File: src/rtl/ic_cmd_pkg.sv
package ic_cmd_pkg;

   // Bit positions of the command byte that a neighbour decodes
   localparam int INIT_BIT  = 4;
   localparam int CTL_BIT   = 3;
   localparam int BASE_CLR  = 3;

   typedef enum logic [1:0] {
      STEP_RUN  = 2'd0,
      STEP_BASE = 2'd1,
      STEP_SKIP = 2'd2,
      STEP_MODE = 2'd3
   } init_step_e;

   typedef enum logic [2:0] {
      OP_ROTA_LO  = 3'd0,
      OP_NS_EOI   = 3'd1,
      OP_NOP      = 3'd2,
      OP_SP_EOI   = 3'd3,
      OP_ROTA_HI  = 3'd4,
      OP_NS_ROT   = 3'd5,
      OP_SET_PRIO = 3'd6,
      OP_SP_ROT   = 3'd7
   } ocw_op_e;

   typedef struct packed {
      logic       init_start;
      logic       fourth;
      logic       ctl;
      logic       poll_set;
      logic       rsel_wr;
      logic       rsel_val;
      logic       smask_wr;
      logic       smask_val;
      ocw_op_e    op;
      logic       rot_val;
      logic [2:0] line;
      logic       nest_val;
      logic       aeoi_val;
   } dec_t;

endpackage

File: src/rtl/ic_prio_find.sv
module ic_prio_find #(
   parameter int LINES = 8,
   parameter int IMPL  = 0,
   localparam int LINE_W = $clog2(LINES)
) (
   input  logic [LINES-1:0]  vec,
   input  logic [LINE_W-1:0] offs,
   output logic              found,
   output logic [LINE_W-1:0] line
);

   assign found = |vec;

   generate
      if (IMPL == 0) begin : g_rotate
         // Rotate so the first-ranked line sits at bit 0, then pick lowest set bit
         logic [2*LINES-1:0] dbl;
         logic [LINES-1:0]   rot;
         logic [LINE_W-1:0]  kk;
         always_comb begin
            dbl = {vec, vec};
            rot = dbl[offs +: LINES];
            kk  = '0;
            for (int k = LINES - 1; k >= 0; k--) begin
               if (rot[k]) kk = LINE_W'(k);
            end
            line = kk + offs;
         end
      end else begin : g_scan
         // Walk lines in ranking order, last hit in the descending walk wins
         always_comb begin
            line = '0;
            for (int k = LINES - 1; k >= 0; k--) begin
               logic [LINE_W-1:0] idx;
               idx = offs + LINE_W'(k);
               if (vec[idx]) line = idx;
            end
         end
      end
   endgenerate

   always_comb begin
      if (found) begin
         AST_PRIO_HIT: assert (vec[line]);
      end
   end

endmodule

File: src/rtl/ic_cmd_decode.sv
module ic_cmd_decode
   import ic_cmd_pkg::*;
#(
   parameter int DATA_W = 8
) (
   input  logic [DATA_W-1:0] data,
   output dec_t              dec
);

   always_comb begin
      dec.init_start = data[INIT_BIT];
      dec.fourth     = data[0];
      dec.ctl        = !data[INIT_BIT] && data[CTL_BIT];
      dec.poll_set   = data[2];
      dec.rsel_wr    = data[1];
      dec.rsel_val   = data[0];
      dec.smask_wr   = data[6];
      dec.smask_val  = data[5];
      dec.op         = ocw_op_e'(data[7:5]);
      dec.rot_val    = data[7];
      dec.line       = data[2:0];
      dec.nest_val   = data[4];
      dec.aeoi_val   = data[1];
   end

endmodule

File: src/rtl/ic_cmd_port.sv
module ic_cmd_port
   import ic_cmd_pkg::*;
#(
   parameter int DATA_W    = 8,
   parameter int LINES     = 8,
   parameter int PRIO_IMPL = 0,
   localparam int LINE_W   = $clog2(LINES)
) (
   input  logic              clk,
   input  logic              rst_n,
   input  logic              wr_en,
   input  logic              rd_en,
   input  logic              addr,
   input  logic [DATA_W-1:0] wdata,
   input  logic [LINES-1:0]  req_in,
   input  logic [LINES-1:0]  svc_set,
   output logic [DATA_W-1:0] rdata,
   output logic [DATA_W-1:0] vec_base,
   output logic [LINE_W-1:0] rot_offset,
   output logic              auto_eoi,
   output logic              rot_on_aeoi,
   output logic              spec_nest,
   output logic              spec_mask,
   output logic              poll_pend
);

   generate
      if (DATA_W < 8) begin : g_bad_width
         $error("ic_cmd_port: DATA_W must be at least 8");
      end
      if (LINES < 2 || LINES > 8 || (LINES & (LINES - 1)) != 0) begin : g_bad_lines
         $error("ic_cmd_port: LINES must be 2, 4 or 8");
      end
      if (PRIO_IMPL < 0 || PRIO_IMPL > 1) begin : g_bad_impl
         $error("ic_cmd_port: PRIO_IMPL must be 0 or 1");
      end
   endgenerate

   init_step_e        step;
   logic              fourth;
   logic [LINES-1:0]  mask;
   logic [LINES-1:0]  isr;
   logic              rsel;

   dec_t              dec;
   logic              wr_cmd;
   logic              init_wr;
   logic              ctl_wr;
   logic              op_wr;
   logic              data_wr;
   logic [LINE_W-1:0] op_line;
   logic              hit;
   logic [LINE_W-1:0] hit_line;
   logic [LINES-1:0]  isr_clr;
   logic              offs_wr;
   logic [LINE_W-1:0] offs_nxt;

   ic_cmd_decode #(
      .DATA_W (DATA_W)
   ) u_decode (
      .data (wdata),
      .dec  (dec)
   );

   ic_prio_find #(
      .LINES (LINES),
      .IMPL  (PRIO_IMPL)
   ) u_prio (
      .vec   (isr),
      .offs  (rot_offset),
      .found (hit),
      .line  (hit_line)
   );

   assign wr_cmd  = wr_en && !addr;
   assign init_wr = wr_cmd && dec.init_start;
   assign ctl_wr  = wr_cmd && dec.ctl;
   assign op_wr   = wr_cmd && !dec.init_start && !dec.ctl;
   assign data_wr = wr_en && addr;
   assign op_line = dec.line[LINE_W-1:0];

   // End-of-service and rotation decode
   always_comb begin
      isr_clr  = '0;
      offs_wr  = 1'b0;
      offs_nxt = rot_offset;
      if (op_wr) begin
         unique case (dec.op)
            OP_NS_EOI, OP_NS_ROT: begin
               if (hit) begin
                  isr_clr[hit_line] = 1'b1;
                  if (dec.op == OP_NS_ROT) begin
                     offs_wr  = 1'b1;
                     offs_nxt = hit_line + LINE_W'(1);
                  end
               end
            end
            OP_SP_EOI: isr_clr[op_line] = 1'b1;
            OP_SP_ROT: begin
               isr_clr[op_line] = 1'b1;
               offs_wr  = 1'b1;
               offs_nxt = op_line + LINE_W'(1);
            end
            OP_SET_PRIO: begin
               offs_wr  = 1'b1;
               offs_nxt = op_line + LINE_W'(1);
            end
            default: ;
         endcase
      end
   end

   always_ff @(posedge clk) begin
      if (!rst_n || init_wr) begin
         step        <= rst_n ? STEP_BASE : STEP_RUN;
         fourth      <= rst_n ? dec.fourth : 1'b0;
         mask        <= '0;
         isr         <= '0;
         rsel        <= 1'b0;
         vec_base    <= '0;
         rot_offset  <= '0;
         auto_eoi    <= 1'b0;
         rot_on_aeoi <= 1'b0;
         spec_nest   <= 1'b0;
         spec_mask   <= 1'b0;
         poll_pend   <= 1'b0;
      end else begin
         isr <= (isr & ~isr_clr) | svc_set;
         if (rd_en) poll_pend <= 1'b0;
         if (offs_wr) rot_offset <= offs_nxt;
         if (ctl_wr) begin
            if (dec.poll_set) poll_pend <= 1'b1;
            if (dec.rsel_wr)  rsel      <= dec.rsel_val;
            if (dec.smask_wr) spec_mask <= dec.smask_val;
         end
         if (op_wr && (dec.op == OP_ROTA_LO || dec.op == OP_ROTA_HI)) begin
            rot_on_aeoi <= dec.rot_val;
         end
         if (data_wr) begin
            unique case (step)
               STEP_RUN:  mask <= wdata[LINES-1:0];
               STEP_BASE: begin
                  vec_base <= {wdata[DATA_W-1:BASE_CLR], {BASE_CLR{1'b0}}};
                  step     <= STEP_SKIP;
               end
               STEP_SKIP: step <= fourth ? STEP_MODE : STEP_RUN;
               STEP_MODE: begin
                  spec_nest <= dec.nest_val;
                  auto_eoi  <= dec.aeoi_val;
                  step      <= STEP_RUN;
               end
               default: step <= STEP_RUN;
            endcase
         end
      end
   end

   always_comb begin
      if (addr)      rdata = DATA_W'(mask);
      else if (rsel) rdata = DATA_W'(isr);
      else           rdata = DATA_W'(req_in);
   end

   AST_INIT_CLEAR: assert property (@(posedge clk) disable iff (!rst_n)
      (wr_en && !addr && wdata[INIT_BIT]) |=> (mask == '0 && isr == '0 && rot_offset == '0 && step == STEP_BASE));
   AST_BASE_STEP: assert property (@(posedge clk) disable iff (!rst_n)
      (wr_en && addr && step == STEP_BASE) |=> (step == STEP_SKIP && vec_base[BASE_CLR-1:0] == '0));
   AST_SKIP_EXIT: assert property (@(posedge clk) disable iff (!rst_n)
      (wr_en && addr && step == STEP_SKIP) |=> (step == ($past(fourth) ? STEP_MODE : STEP_RUN)));
   AST_MASK_LOAD: assert property (@(posedge clk) disable iff (!rst_n)
      (wr_en && addr && step == STEP_RUN) |=> (mask == $past(wdata[LINES-1:0])));
   AST_SP_EOI_CLR: assert property (@(posedge clk) disable iff (!rst_n)
      (wr_en && !addr && !wdata[INIT_BIT] && !wdata[CTL_BIT] && wdata[7:5] == 3'd3 && svc_set == '0)
      |=> !isr[$past(wdata[LINE_W-1:0])]);
   AST_SVC_SET: assert property (@(posedge clk) disable iff (!rst_n)
      (svc_set != '0 && !(wr_en && !addr && wdata[INIT_BIT])) |=> ((isr & $past(svc_set)) == $past(svc_set)));
   AST_POLL_DROP: assert property (@(posedge clk) disable iff (!rst_n)
      (rd_en && !wr_en) |=> !poll_pend);

endmodule

File: config.mk
export PLATFORM = sky130hd
export DESIGN_NAME = ic_cmd_port
export DESIGN_NICKNAME = d
export VERILOG_FILES = /design/src/rtl/ic_cmd_pkg.sv /design/src/rtl/ic_prio_find.sv /design/src/rtl/ic_cmd_decode.sv /design/src/rtl/ic_cmd_port.sv
export SDC_FILE = /design/constraint.sdc
export NUM_CORES = 1
export LEC_CHECK = 0
export CORE_MARGIN = 8
export CORE_UTILIZATION = 30
export DETAILED_ROUTE_END_ITERATION = 10
export DONT_BUFFER_PORTS = 1
export REMOVE_ABC_BUFFERS = 1
export SYNTH_ARGS = -nofsm -noshare
export SYNTH_HDL_FRONTEND = slang
export SYNTH_SLANG_ARGS = --single-unit
File: constraint.sdc
create_clock -name clk -period 4 [get_ports clk]
set_clock_uncertainty 0.1 [all_clocks]
set_input_delay 0.4 -clock clk [delete_from_list [all_inputs] [get_ports clk]]
set_output_delay 0.4 -clock clk [all_outputs]
set_load 0.01 [all_outputs]
## After elaboration in Yosys (flattened, before gate mapping)

Cells that the tools add are included.

- Flip-flop bits (word level): 33
- Bits of input ports: 29
- Output and inout bits: 24
- Word-level logic and storage cells: 98

- Add/subtract/negate cells: 3
- Order comparisons: 4
- Eq/ne operators: 11
- Shift-type cells: 1
- Mux-type cells: 32
- Bitwise gates (word level): 3
- Reductions and logical operators: 32

Operators by type and width:

| cell | number |
|---|---|
| 8-bit 2-to-1 mux | 4 |
| 3-bit 2-to-1 mux | 10 |
| 8-bit case mux with 2 select lines | 1 |
| 16-bit by 4-bit variable part select with 8-bit output | 1 |
| 3-bit == test, second input constant | 4 |
| 2-bit AND reduction | 6 |
| 1-bit logical AND | 10 |
| 1-bit 2-to-1 mux | 9 |
| 8-bit AND | 1 |
| 3-bit by 4-bit less-than comparator with 1-bit output, second input constant | 2 |
| 8-bit NOT | 1 |
| 8-bit OR | 1 |
| 8-bit OR reduction | 1 |
| 3-bit by 1-bit adder with 3-bit output, second input constant | 2 |
| 1-bit demux with 3-bit select | 2 |
| 3-bit by 1-bit greater-or-equal comparator with 1-bit output, second input constant | 2 |
| 2-bit 2-to-1 mux | 3 |
| 2-bit case mux with 3 select lines | 1 |
| 3-bit case mux with 2 select lines | 1 |
| 2-bit OR reduction | 3 |
| 5-bit AND reduction | 1 |
| 2-bit == test, second input constant | 2 |
| 1-bit zero test | 4 |
| 2-bit != test, second input constant | 2 |
| other kinds (10) | 12 |

## Longest topological paths before layout

- Depth in word-level cells: 20
- Mapped depth: 18
- Mapped depth without buffers: 16

## Modules after synthesis

A second synthesis with hierarchy kept.

- Cell total of the unflattened synthesis: 263
- Area total of the unflattened synthesis: 2368.5 um^2

By module, submodules not included:

| module | instances | cells each | area an instance (um^2) | sequential area each (um^2) |
|---|---|---|---|---|
| ic_cmd_port | 1 | 196 | 1715.4 | 690.7 |
| ic_prio_find | 1 | 50 | 519.2 | 0.0 |
| ic_cmd_decode | 1 | 17 | 133.9 | 0.0 |

## Worst setup path before layout

Ideal clock, no wire load.

- Path type: reg-to-reg
- Start point: register rot_offset[0]
- End point: register rot_offset[2]
- Library setup time: 0.073 ns
- Arrival time: 3.483 ns
- Data required time: 3.827 ns
- Setup slack: 0.344 ns
- Cell stages (with the launch flop): 17
- Buffers on the path: 1
- Clock period less this slack: 3.656 ns
- Path through: dfxtp_1 > buf_4 > mux2_2 > nand2_1 > o2111ai_1 > o221ai_1 > a32o_1 > o21ai_0 > a2bb2oi_1 > ha_1 > inv_1 > fa_1 > xnor2_1 > nand3_1 > o221a_2 > a2111o_1 > o211ai_2

- Longest elaborated chain between the ends: 14

RTL lines:

| item | line | source |
|---|---|---|
| start: declaration | ic_cmd_port.sv:19 | `output logic [LINE_W-1:0] rot_offset,` |
| start signal: assignment | ic_cmd_port.sv:130 | `if (offs_wr) rot_offset <= offs_nxt;` |
| 16-bit by 4-bit variable part select with 8-bit output | ic_prio_find.sv:22 | `rot = dbl[offs +: LINES];` |
| 3-bit 2-to-1 mux (8 in series) | ic_prio_find.sv:25 | `if (rot[k]) kk = LINE_W'(k);` |
| 3-bit adder (*) | ic_prio_find.sv:27 | `line = kk + offs;` |
| 3-bit by 1-bit adder with 3-bit output (*) | ic_cmd_port.sv:94 | `offs_nxt = hit_line + LINE_W'(1);` |
| 3-bit 2-to-1 mux (*) | ic_cmd_port.sv:92 | `if (dec.op == OP_NS_ROT) begin` |
| 3-bit 2-to-1 mux (*) | ic_cmd_port.sv:90 | `if (hit) begin` |
| 3-bit case mux with 2 select lines (*) | ic_cmd_port.sv:88 | `unique case (dec.op)` |

Every way passes the cells marked *; elsewhere a longest branch is shown, timed or not. The select of a mux whose other input is x is not followed.
A chain may end at the register's enable or synchronous reset.

## Final worst setup path

Same ends and word-level chain as after synthesis.

==> results.py <==
metrics = {
    "clock_network": {
        "htree_levels": 2,
        "cts_inserted_buffers": 5,
        "root_buffer": "clkbuf_8",
        "cts.hold.buffers_added": 0,
        "cts_tree": "yes",
        "cts_resized": 0,
        "cts_sinks": 33,
        "clk_pin_slew_ns": 0.08,
        "clockBufferDepth": 2,
        "clock_latency_ns": 0.29,
        "cts_setup_buffers": 0,
    },
    "global_route": {
        "grt_max_degree": 25,
        "track_usage_pct": 12.69,
        "grt_pass1_vias": 2090,
        "grt-ovfl-total": 0,
        "grt_pass1_wl_microns": 11530,
        "antenna_found_initial": 0,
    },
    "synthesis": {
        "ys.flop_type": "dfxtp_1",
        "ys_async_sr_fraction_pct": 0,
        "yosysSeqAreaShare_pct": 28.98,
        "ys_seq_elements": 33,
        "yosys-mux-area-fraction_pct": 11.44,
        "synthCells": 299,
        "synth_area_sq_um": 2384,
        "synth_compound_area_share_pct": 24.15,
        "ys_warn_count": 0,
        "yosys.area_share.simple_pct": 24.67,
        "synthXorXnorAreaFrac_pct": 1.050,
        "ys_types": 66,
        "synth_edf_count": 3,
        "syn_avg_cell_area_sq_um": 7.972,
        "synth_fa_ha_area_share_pct": 3.990,
        "synth_top_family_by_area": "simple AND/OR/NAND/NOR gates",
    },
    "power": {
        "power_density_nw_per_um2": 341.3,
        "p_sw_share_pct": 30.67,
        "power.internal_uw": 615.8,
        "power.leakage_nw": 0.9611,
        "switchingPower_uw": 272.4,
        "p_comb_share_pct": 21.8,
        "ir_drop_uv": 207.8,
        "seq_power_share_pct": 42.0,
        "pwr-share-clk_pct": 36.2,
    },
    "worst_setup_path": {
        "worst-r2r-cell-count": 16,
        "worstPathArrival_ns": 3.88,
        "r2r-end": "rot_offset[2]$_SDFFE_PP0P_",
        "rrSetupSlack_ns": 0.24,
        "worst_r2r_startpoint": "rot_offset[0]$_SDFFE_PP0P_",
        "path_max_fanout": 6,
        "cp.required_ns": 4.12,
        "startpoint_type": "flip-flop",
        "worstSetupPathType": "reg2reg",
        "end_kind": "flip-flop",
    },
    "sta": {
        "slew-limit-headroom_pct": 46.91,
        "tns_ns": 0,
        "max_freq_mhz": 266.1,
        "fin_crit_ns": 3.757,
        "hold_viol": 0,
        "maxSlewViolCount": 0,
        "setup_viol_count_final": 0,
        "period_share_pct": 93.94,
        "rsz0062_at_grt": "false",
        "tightest_slew_ns": 0.7857,
    },
    "drt": {
        "drt-vias-per-instance": 5.486,
        "drc": 0,
        "ant_nets": 0,
        "dr.pass1.iters": 4,
        "wl_per_cell_microns": 17.91,
        "finalWirelength_microns": 7074,
        "vias": 2167,
        "drt_iter0_markers": 139,
    },
    "finish": {
        "fillerInstances": 797,
        "design_area_sq_um": 2603,
        "final_common_cell": "nand2_1",
        "final_nets": 328,
        "final_cell_mix": "nand2_1 (42), dfxtp_1 (29), mux2i_1 (25), nor2_1 (23), o21ai_0 (22)",
        "drive_gt1_share_pct": 12.63,
        "syn2layout_area_growth_pct": 9.187,
        "fin_util_pct": 33.68,
        "antenna_cells": 0,
    },
    "placed_design": {
        "io_buffers": 0,
        "place_area_sq_um": 2469,
        "place_congestion": 0.8726,
        "hpwl_microns": 5356,
    },
    "min_path": {
        "hp-class": "in2reg",
        "hp-start": "wdata[5]",
        "hold_depth": 2,
        "min_to": "vec_base[5]$_SDFFE_PP0P_",
    },
    "run_status": {
        "outcome": "complete, no violations",
    },
    "floorplanning": {
        "start_util_pct": 30.85,
        "rows": 32,
        "dieHeight_microns": 105.1,
        "coreArea_sq_um": 7727,
        "io_pins": 53,
        "die_w_microns": 105.1,
        "dieArea_sq_um": 11050,
    },
    "run": {
        "maxCapViolations": 0,
    },
}
[worst max-delay path by stage]
stage                                     from                    endpoint  slack (ns)  depth (start not counted)
floorplan           rot_offset[0]$_SDFFE_PP0P_  rot_offset[2]$_SDFFE_PP0P_        0.16                         15
global placement    rot_offset[0]$_SDFFE_PP0P_  rot_offset[2]$_SDFFE_PP0P_        0.32                         15
detailed placement  rot_offset[0]$_SDFFE_PP0P_  rot_offset[2]$_SDFFE_PP0P_        0.15                         15
CTS                 rot_offset[0]$_SDFFE_PP0P_  rot_offset[2]$_SDFFE_PP0P_        0.12                         15
global route        rot_offset[0]$_SDFFE_PP0P_  rot_offset[2]$_SDFFE_PP0P_        0.07                         16
finish              rot_offset[0]$_SDFFE_PP0P_  rot_offset[2]$_SDFFE_PP0P_        0.24                         16
[registers in the layout (all words and copies together), names as in the netlist]
name,cells
mask,8
rot_on_aeoi,1
poll_pend,1
step,2
isr,8
auto_eoi,1
rsel,1
fourth,1
rot_offset,3
spec_mask,1
vec_base,5
spec_nest,1
[synth_stat cells (2+ instances only)]
cell type	count	area (sq um)
ha_1	6	75.07
nor2b_1	4	25.02
nand2b_1	7	43.79
nor2_1	23	86.33
mux2i_1	25	250.2
inv_1	4	15.01
nand3_1	12	60.06
o31a_1	2	17.52
o221ai_1	2	17.52
o21a_1	4	30.03
mux2_2	2	22.52
nand2_1	42	157.7
nand3b_1	2	15.01
clkinv_1	2	7.510
a21oi_1	20	100.1
o21ai_0	22	110.1
a211oi_1	2	15.01
o211ai_1	2	15.01
nor3_1	9	45.04
buf_4	4	30.03
clkbuf_1	16	60.06
buf_2	3	15.01
dfxtp_1	30	600.6
edfxtp_1	3	90.09
and2_1	5	31.28
a31oi_1	5	31.28
a311oi_1	2	17.52
[metrics by stage]
stage | hold slack [ns] | power [mW] | std cells | setup WS, ns
6_report | 0.1515 | 0.8883 | 395 | 0.2426
5_1_grt | 0.1392 | 0.9381 | 395 | 0.06587
4_1_cts | 0.1461 | 0.8915 | 395 | 0.1154
3_5_place_dp | 0.3872 | 0.5704 | 387 | 0.1518
3_3_place_gp | 0.3764 | 0.5684 | 387 | 0.3163
2_1_floorplan | 0.3633 | 0.5192 | 277 | 0.1624
[cell type report]
type / instances / area [sq um] / share of cell area [%]
sequential: 33 / 691.9 / 26.59
tap: 102 / 127.6 / 4.904
timing repair buffer: 8 / 63.81 / 2.452
clock inverter: 3 / 46.29 / 1.779
clock buffer: 5 / 68.82 / 2.644
inverter: 6 / 22.52 / 0.8654
multi-input combinational: 238 / 1582 / 60.77
[per-layer routing]
layer	track usage, %	vias to the layer above	share of wire, %
li1	-	1059	-
met1	16.16	1032	42
met2	21.09	72	49
met3	2.580	4	8.0
met4	3.670	0	0.95
met5	0	-	0
[power groups by stage]
stage | Combinational, mW | Sequential [mW] | Clock, mW
global placement | 0.188 | 0.380 | 0
detailed placement | 0.190 | 0.380 | 0
finish | 0.194 | 0.373 | 0.322
global route | 0.218 | 0.375 | 0.345
floorplan | 0.141 | 0.378 | 0
CTS | 0.191 | 0.372 | 0.328
[cells by family after synthesis]
group / Yosys count
other: 1
AND/OR/NAND/NOR: 118
adder cells (fa/ha/maj): 7
flip-flops: 33
AO/OA/AOI/OAI: 81
XOR/XNOR: 2
multiplexers: 27
buffers and inverters: 30
[worst max-delay path: stages, from the launching register on]
cell and delay, ns:
dfxtp_2 0.39, mux2_2 0.37, nand2_1 0.08, o2111ai_1 0.18, o221ai_2 0.25, a32o_1 0.15, o21ai_0 0.09, a2bb2oi_1 0.20
ha_1 0.17, inv_1 0.05, fa_1 0.40, xnor2_2 0.20, a21oi_1 0.20, nand3_1 0.11, o221a_2 0.27, a2111o_1 0.42
o211ai_2 0.07
No activity file was read; power rests on OpenSTA's default activity.
